==> src/rtl/cmp_flag_pkg.sv <==
package cmp_flag_pkg;
  localparam int BASE_W    = 8;
  localparam int NUM_LANES = 3;
  localparam int DATA_W    = BASE_W << (NUM_LANES - 1);
  localparam int SEL_W     = 2;
  localparam int OP_W      = 4;
  localparam int FLAG_W    = 7;
  localparam int IDX_W     = $clog2(DATA_W);
  localparam logic [OP_W-1:0]  OP_ADD = 4'h0;
  localparam logic [OP_W-1:0]  OP_SUB = 4'h2;
  localparam logic [SEL_W-1:0] SEL_ALWAYS = 2'd3;

  // field order sets the packed bit layout: above at bit 6 ... zero at bit 0
  typedef struct packed {
    logic above;
    logic greater;
    logic greaterEq;
    logic sign;
    logic ovf;
    logic carry;
    logic zero;
  } cmp_flags_t;

  typedef struct packed {
    logic [NUM_LANES-1:0] laneSel;   // one-hot width lane
    logic                 useAddCo;
    logic                 useSubBo;
  } cmp_ctrl_t;
endpackage

==> src/rtl/cmp_flag_ctrl.sv <==
module cmp_flag_ctrl
  import cmp_flag_pkg::*;
(
  input  logic [SEL_W-1:0] widthSel,
  input  logic [OP_W-1:0]  aluOp,
  output cmp_ctrl_t        ctrl
);
  always_comb begin
    ctrl = '0;
    if (int'(widthSel) < NUM_LANES)
      ctrl.laneSel[widthSel] = 1'b1;
    else
      ctrl.laneSel[NUM_LANES-1] = 1'b1;   // out-of-range code means widest
    ctrl.useAddCo = (aluOp == OP_ADD);
    ctrl.useSubBo = (aluOp == OP_SUB);
  end
endmodule

==> src/rtl/cmp_flag_dp.sv <==
module cmp_flag_dp
  import cmp_flag_pkg::*;
(
  input  logic [DATA_W-1:0] opA,
  input  logic [DATA_W-1:0] opB,
  input  logic [DATA_W-1:0] aluRes,
  input  cmp_ctrl_t         ctrl,
  output cmp_flags_t        flags
);
  logic [NUM_LANES-1:0] laneZero, laneSign, laneAHi, laneBHi, laneCo, laneBo;

  for (genvar g = 0; g < NUM_LANES; g++) begin : gLane
    localparam int LW = BASE_W << g;
    logic [LW:0] sumW, diffW;
    always_comb begin
      sumW  = {1'b0, opA[LW-1:0]} + {1'b0, opB[LW-1:0]};
      diffW = {1'b0, opA[LW-1:0]} - {1'b0, opB[LW-1:0]};
    end
    assign laneZero[g] = ~|aluRes[LW-1:0];
    assign laneSign[g] = aluRes[LW-1];
    assign laneAHi[g]  = opA[LW-1];
    assign laneBHi[g]  = opB[LW-1];
    assign laneCo[g]   = sumW[LW];
    assign laneBo[g]   = diffW[LW];
  end

  logic zeroS, signS, aHi, bHi, ovfS, carryS;

  always_comb begin
    zeroS  = |(laneZero & ctrl.laneSel);
    signS  = |(laneSign & ctrl.laneSel);
    aHi    = |(laneAHi & ctrl.laneSel);
    bHi    = |(laneBHi & ctrl.laneSel);
    ovfS   = (signS != aHi) && (aHi != bHi);
    carryS = (ctrl.useAddCo && |(laneCo & ctrl.laneSel)) ||
             (ctrl.useSubBo && |(laneBo & ctrl.laneSel));
    flags.zero      = zeroS;
    flags.sign      = signS;
    flags.ovf       = ovfS;
    flags.carry     = carryS;
    flags.above     = !carryS && !zeroS;
    flags.greaterEq = (signS == ovfS);
    flags.greater   = (signS == ovfS) && !zeroS;
  end
endmodule

==> src/rtl/cmp_branch_eval.sv <==
module cmp_branch_eval
  import cmp_flag_pkg::*;
(
  input  logic [DATA_W-1:0] condWord,
  input  logic [IDX_W-1:0]  condBit,
  input  logic              condExpect,
  input  logic [SEL_W-1:0]  condSel,
  output logic              take
);
  always_comb
    take = (condSel == SEL_ALWAYS) || (condWord[condBit] == condExpect);
endmodule

==> src/rtl/cmp_flag_unit.sv <==
module cmp_flag_unit
  import cmp_flag_pkg::*;
(
  input  logic              clk,
  input  logic              rstN,
  input  logic [DATA_W-1:0] opA,
  input  logic [DATA_W-1:0] opB,
  input  logic [DATA_W-1:0] aluRes,
  input  logic [OP_W-1:0]   aluOp,
  input  logic [SEL_W-1:0]  widthSel,
  input  logic [DATA_W-1:0] condWord,
  input  logic [IDX_W-1:0]  condBit,
  input  logic              condExpect,
  input  logic [SEL_W-1:0]  condSel,
  output logic [DATA_W-1:0] flagWord,
  output logic              takeBranch
);
  cmp_ctrl_t  ctrl;
  cmp_flags_t flagsNext;
  logic       takeNext;

  cmp_flag_ctrl uCtrl (.widthSel(widthSel), .aluOp(aluOp), .ctrl(ctrl));
  cmp_flag_dp   uDp   (.opA(opA), .opB(opB), .aluRes(aluRes), .ctrl(ctrl),
                       .flags(flagsNext));
  cmp_branch_eval uBr (.condWord(condWord), .condBit(condBit),
                       .condExpect(condExpect), .condSel(condSel),
                       .take(takeNext));

  always_ff @(posedge clk) begin
    if (!rstN) begin
      flagWord   <= '0;
      takeBranch <= 1'b0;
    end else begin
      flagWord   <= {{(DATA_W-FLAG_W){1'b0}}, flagsNext};
      takeBranch <= takeNext;
    end
  end

  a_r7_upper_clear: assert property (@(posedge clk) disable iff (!rstN)
    flagWord[DATA_W-1:FLAG_W] == '0);
  a_r6_gt_implies_ge: assert property (@(posedge clk) disable iff (!rstN)
    flagWord[5] |-> flagWord[4]);
  a_r6_above_excludes: assert property (@(posedge clk) disable iff (!rstN)
    flagWord[6] |-> (!flagWord[1] && !flagWord[0]));
  a_r6_zero_not_gt: assert property (@(posedge clk) disable iff (!rstN)
    flagWord[0] |-> !flagWord[5]);
  a_r5_no_carry_other_op: assert property (@(posedge clk) disable iff (!rstN)
    (aluOp != OP_ADD && aluOp != OP_SUB) |=> !flagWord[1]);
  a_r9_forced_take: assert property (@(posedge clk) disable iff (!rstN)
    (condSel == SEL_ALWAYS) |=> takeBranch);
  a_r2_byte_zero: assert property (@(posedge clk) disable iff (!rstN)
    (widthSel == 2'd0 && aluRes[7:0] == 8'h00) |=> flagWord[0]);
endmodule

==> config.mk <==
export PLATFORM = sky130hd
export DESIGN_NAME = cmp_flag_unit
export DESIGN_NICKNAME = d
export VERILOG_FILES = /design/src/rtl/cmp_flag_pkg.sv /design/src/rtl/cmp_flag_ctrl.sv /design/src/rtl/cmp_flag_dp.sv /design/src/rtl/cmp_branch_eval.sv /design/src/rtl/cmp_flag_unit.sv
export SDC_FILE = /design/constraint.sdc
export NUM_CORES = 1
export LEC_CHECK = 0
export BUFFER_PORTS_ARGS = -buffer_cell sky130_fd_sc_hd__buf_2
export CAP_MARGIN = 20
export CORE_MARGIN = 4
export CORE_UTILIZATION = 40
export CTS_CLUSTER_SIZE = 24
export DETAILED_ROUTE_END_ITERATION = 8
export PLACE_DENSITY_LB_ADDON = 0.12
export REMOVE_ABC_BUFFERS = 1
export SLEW_MARGIN = 20
export SYNTH_ARGS = -nofsm -noshare
export SYNTH_HDL_FRONTEND = slang
export SYNTH_SLANG_ARGS = --single-unit
==> constraint.sdc <==
create_clock -name clk -period 2.1 [get_ports clk]
set_input_delay 0.105 -clock clk [delete_from_list [all_inputs] [get_ports clk]]
set_output_delay 0.105 -clock clk [all_outputs]
set_load 0.01 [all_outputs]
### Word-level counts from Yosys, hierarchy flattened

Cells that the tools add are included.

* logic and storage cells: 54
* register bits: 33

* equal/unequal tests: 6
* order comparisons: 4
* multiplexer cells: 6
* reductions and logical operators: 23
* bitwise operators: 6
* add/sub/neg operators: 6

Operators by type and width (number)
* $add A32 B32 Y33: 1
* $sub A32 B32 Y33: 1
* $reduce_or A32 Y1: 1
* $and A3 B3 Y3: 6
* $reduce_or A3 Y1: 6
* $add A16 B16 Y17: 1
* $sub A16 B16 Y17: 1
* $reduce_or A16 Y1: 1
* $add A8 B8 Y9: 1
* $sub A8 B8 Y9: 1
* $reduce_or A8 Y1: 1
* $logic_and A1 B1 Y1: 6
* $lt A5 B6 Y1 const B: 1
* $bmux W1 S5: 1
* $logic_not A1 Y1: 5
* $eq A4 B2 Y1 const B: 1
* $logic_not A4 Y1: 1
* $lt A2 B3 Y1 const B: 1
* $mux W1: 3
* $demux W1 S2: 1
* $eq A1 B1 Y1: 2
* $eq A2 B2 Y1 const B: 1
* $ge A2 B1 Y1 const B: 1
* $logic_or A1 B1 Y1: 2
* other kinds (3): 4

### Longest topological paths before layout

* depth in word-level cells: 11
* mapped depth: 9

### By module

A second synthesis with hierarchy kept.

* cells, all modules: 334
* area, all modules: 2576.2 µm²

Modules (own cells, without submodules)
* cmp_flag_dp: times used 1, sequential area each 0.0 µm², cells an instance 242, area each 1784.2 µm²
* cmp_flag_unit: times used 1, sequential area each 160.2 µm², cells an instance 42, area each 401.6 µm²
* cmp_branch_eval: times used 1, sequential area each 0.0 µm², cells an instance 45, area each 349.1 µm²
* cmp_flag_ctrl: times used 1, sequential area each 0.0 µm², cells an instance 5, area each 41.3 µm²

### Least setup slack after synthesis

OpenSTA, ideal clock, no wires.

* path kind: input-to-reg
* from: in opB[11]
* to: reg flagWord[1]
* arrival: 1.696 ns
* data required time: 1.985 ns
* stages on the path: 9
* setup time: 0.115 ns
* path slack: 0.288 ns
* cell sequence: inv_1 ha_1 inv_1 a21oi_1 o31ai_1 a221o_1 a2111oi_0 a211oi_1 and3_1

* longest elaborated chain between the ends: 5
* elaborated cells on any way between the ends: 11
* those cells by class: add/sub (4); bitwise (2); reduce/logical (5)

Ends and longest elaborated chain
* start, declared: RTL line cmp_flag_unit.sv:7 `input logic [DATA_W-1:0] opB,`
* $add A32 B32 Y33, or another cell as far along: RTL line cmp_flag_dp.sv:16 `sumW = {1'b0, opA[LW-1:0]} + {1'b0, opB[LW-1:0]};`
* $and A3 B3 Y3, on equally long branches: RTL line cmp_flag_dp.sv:35, cmp_flag_dp.sv:36
* $reduce_or A3 Y1, on equally long branches: RTL line cmp_flag_dp.sv:35, cmp_flag_dp.sv:36
* $logic_and A1 B1 Y1, on equally long branches: RTL line cmp_flag_dp.sv:35, cmp_flag_dp.sv:36
* $logic_or A1 B1 Y1 (*): RTL line cmp_flag_dp.sv:35 `carryS = (ctrl.useAddCo && |(laneCo & ctrl.laneSel)) ||`
* end signal, assigned: RTL line cmp_flag_unit.sv:34 `flagWord <= {{(DATA_W-FLAG_W){1'b0}}, flagsNext};`
* end, declared: RTL line cmp_flag_unit.sv:15 `output logic [DATA_W-1:0] flagWord,`

Mark *: on every way between the ends. The rest lies on a longest branch, timed or not.
A chain may end at the register's enable or synchronous reset.

### Final worst setup path

* from: in opB[13]
* to: reg flagWord[1]

The elaborated chain is that of the path after synthesis.

==> metrics.csv <==
stage,metric,value,unit
placed_design,I/O Buffers,151,
clock_network,clock transition at the registers of the reported paths,0.04,ns
setup_path,crit start category,input pin,
floorplanning,Die Width,85.0,um
route,first-pass iteration count of the detailed router,4,
final_layout,sequential cell area,160,sq um
pwr,Leak,1.83,nW
yosys,"top cells by area, synth","ha_1 (33%), mux4_2 (9.5%), buf_4 (7.9%)",
clock_network,Post-CTS Setup Inserts,0,
final_layout,area delta synth->final,33.5,%
floorplanning,CORE AREA,5640,sq um
clock_network,clk root buf,clkbuf_8,
yosys,count of different cell masters after synthesis,43,
clock_network,cts repair resizes,0,
clock_network,CTS tree,done,
sta,final hold vios,0,
final_layout,Antenna diodes,0,
clock_network,TritonCTS buffer count,3,
sta,Final setup viols,0,
grt,first-pass GRT wire length,10.1,mm
setup_path,Setup Crit Path Kind,in -> reg,
yosys,number of cells produced by synthesis,292,
setup_path,CP endpoint kind,flip-flop,
setup_path,crit-path max FO,4,
sta,Period minus WS final,1.83,ns
sta,Highest Clock Rate,546,MHz
placed_design,pre-CTS setup slack,0.0216,ns
floorplanning,num rows,27,
final_layout,fin nets,652,
floorplanning,I/O pin count,177,
final_layout,number of fill cells,551,
setup_path,CP required,2.22,ns
placed_design,cell area after placement,3130,sq um
final_layout,Multi-input gate area,1930,sq um
final_layout,layout cells sized above 1,37.8,%
setup_path,Critical Path AT,1.95,ns
grt,vias in the first global route,2472,
sta,Slew Limit Fails,0,
floorplanning,Initial Util,42.0,%
grt,initial antenna violation count,0,
flow_run,Max-Cap Viols,0,
grt,total global routing overflow,0,
clock_network,CTS sink cnt,8,
route,post-DR wirelength/cell,12.6,um
route,via count,2504,
floorplanning,Die Ht,85.0,um
sta,Setup Total Neg Slack,0,ns
yosys,sequential element share of the synthesized area,6.75,%
placed_design,GP Congestion,0.819,
final_layout,design area,3170,sq um
grt,largest net degree at the start of global routing,13,
pwr,Power per Cell Area,278,nW/um^2
route,drt initial violations,49,
final_layout,"most common cell after layout, fill and taps aside",buf_2,
yosys,Yosys top cell by area,ha_1,
sta,final period utilization,87.3,%
yosys,cell area after synthesis,2370,sq um
clock_network,# hold bufs at CTS,0,
yosys,number of synthesized register bits,8,
route,# DRC,0,
pwr,worst vdd ir,211,uV
yosys,Post-Syn Area per Cell,8.12,sq um
sta,setup ws final,0.267,ns
yosys,YS warnings,0,
floorplanning,die area,7230,sq um
route,Routed Wire Length,6.50,mm
hold_path,worst min-delay path category,in -> reg,
route,remaining antenna violation count,0,
yosys,Yosys top cell area share,32.7,%
route,DR vias/cell,4.85,
run_status,run status,finished clean,
grt,gr usage total,16.2,%
clock_network,Max Root-Sink Buffers,2,
clock_network,htree depth,1,
final_layout,most frequent cells in the layout,"buf_2 (151), ha_1 (62), inv_1 (45)",
placed_design,dpl hpwl,6.07,mm
sta,RSZ-0062 raised after global routing,false,
per-layer routing:
metal	wire length (um)	global-route usage [%]	part of all wire [%]	up-vias
met2	3390	30.9	52	92
met3	432	1.65	6.6	4
met1	2650	19.9	41	1100
met5	0	0	0	-
met4	22	1.73	0.34	0
li1	-	-	-	1308
layout make-up:
type	count	share of cell area, %
multi-input combinational	234	60.9
timing repair buffer	154	24.6
inverter	45	5.33
sequential	8	5.06
tap	72	2.84
clock buffer	3	1.30
kinds of logic (layout without fill, tap and decap cells):
kind of cell	after synthesis	after routing	synth area share, %
buffers and inverters	74	202	15.7
AOI/OAI and AO/OA	72	72	19.3
xor gates and xnor gates	1	1	0.369
and+or+nand+nor	59	59	13.4
other	1	25	0.158
DFF	8	8	6.75
muxes	14	14	11.2
adders and majority gates	63	63	33.1
stage by stage:
step                util [%]  hold WS, ns  total power [mW]  std cells
floorplan                  -        0.221             0.466        287
global placement        55.4        0.353             0.696        513
detailed placement      55.4        0.353             0.706        513
CTS                     56.2        0.122             0.887        516
global route            56.2        0.121             0.964        516
finish                  56.2        0.122             0.881        516
worst max-delay path, cell delays in order:
cell	delay (ns)
buf_2	0.09
inv_1	0.04
ha_1	0.33
inv_1	0.06
a21oi_1	0.15
o21bai_1	0.08
a221o_1	0.33
a2111oi_0	0.46
a211oi_1	0.12
and3_1	0.20
report_power, final:
| part | internal [mW] | leakage [nW] | total (mW) | switching (mW) |
|---|---|---|---|---|
| registers | 0.164 | 0.0662 | 0.166 | 0.00238 |
| clock network | 0.124 | 0.0216 | 0.178 | 0.0542 |
| logic | 0.269 | 1.75 | 0.537 | 0.268 |
cells in the mapped netlist:
master and count:
and4_1 1, and3_1 2, nand3_1 3, o2111ai_1 1, o21ba_2 1, buf_4 25
nor4_1 16, a21boi_0 1, dfxtp_1 8, o31ai_1 6, mux4_2 10, nand4_1 4
a221oi_1 3, nand2b_1 1, a22oi_1 1, and2_1 2, ha_1 62, mux2i_1 4
nand3b_1 2, a21oi_1 29, nand2_1 11, o2111a_1 1, buf_2 1, a211oi_1 2
clkbuf_1 3, o211ai_1 2, o21a_1 1, o21ai_0 12, a2111oi_0 2, nor2_1 10
o31a_1 2, nor3b_1 1, nor3_1 1, or3_1 2, or4_1 1, inv_1 45
xnor2_1 1, o21bai_1 2, a21o_1 5, conb_1 1, maj3_1 1, nor2b_1 2
a221o_1 1
worst paths after layout:
check,startpoint,end,cells after the start
max,opB[13],flagWord[1]$_SDFF_PN0_,10
min,condSel[1],takeBranch$_SDFF_PN0_,3
flip-flops by register name, summed over array words and instances (netlist names):
register,cells
flagWord,7
takeBranch,1
Note: power is estimated with default switching activity, not from simulation.
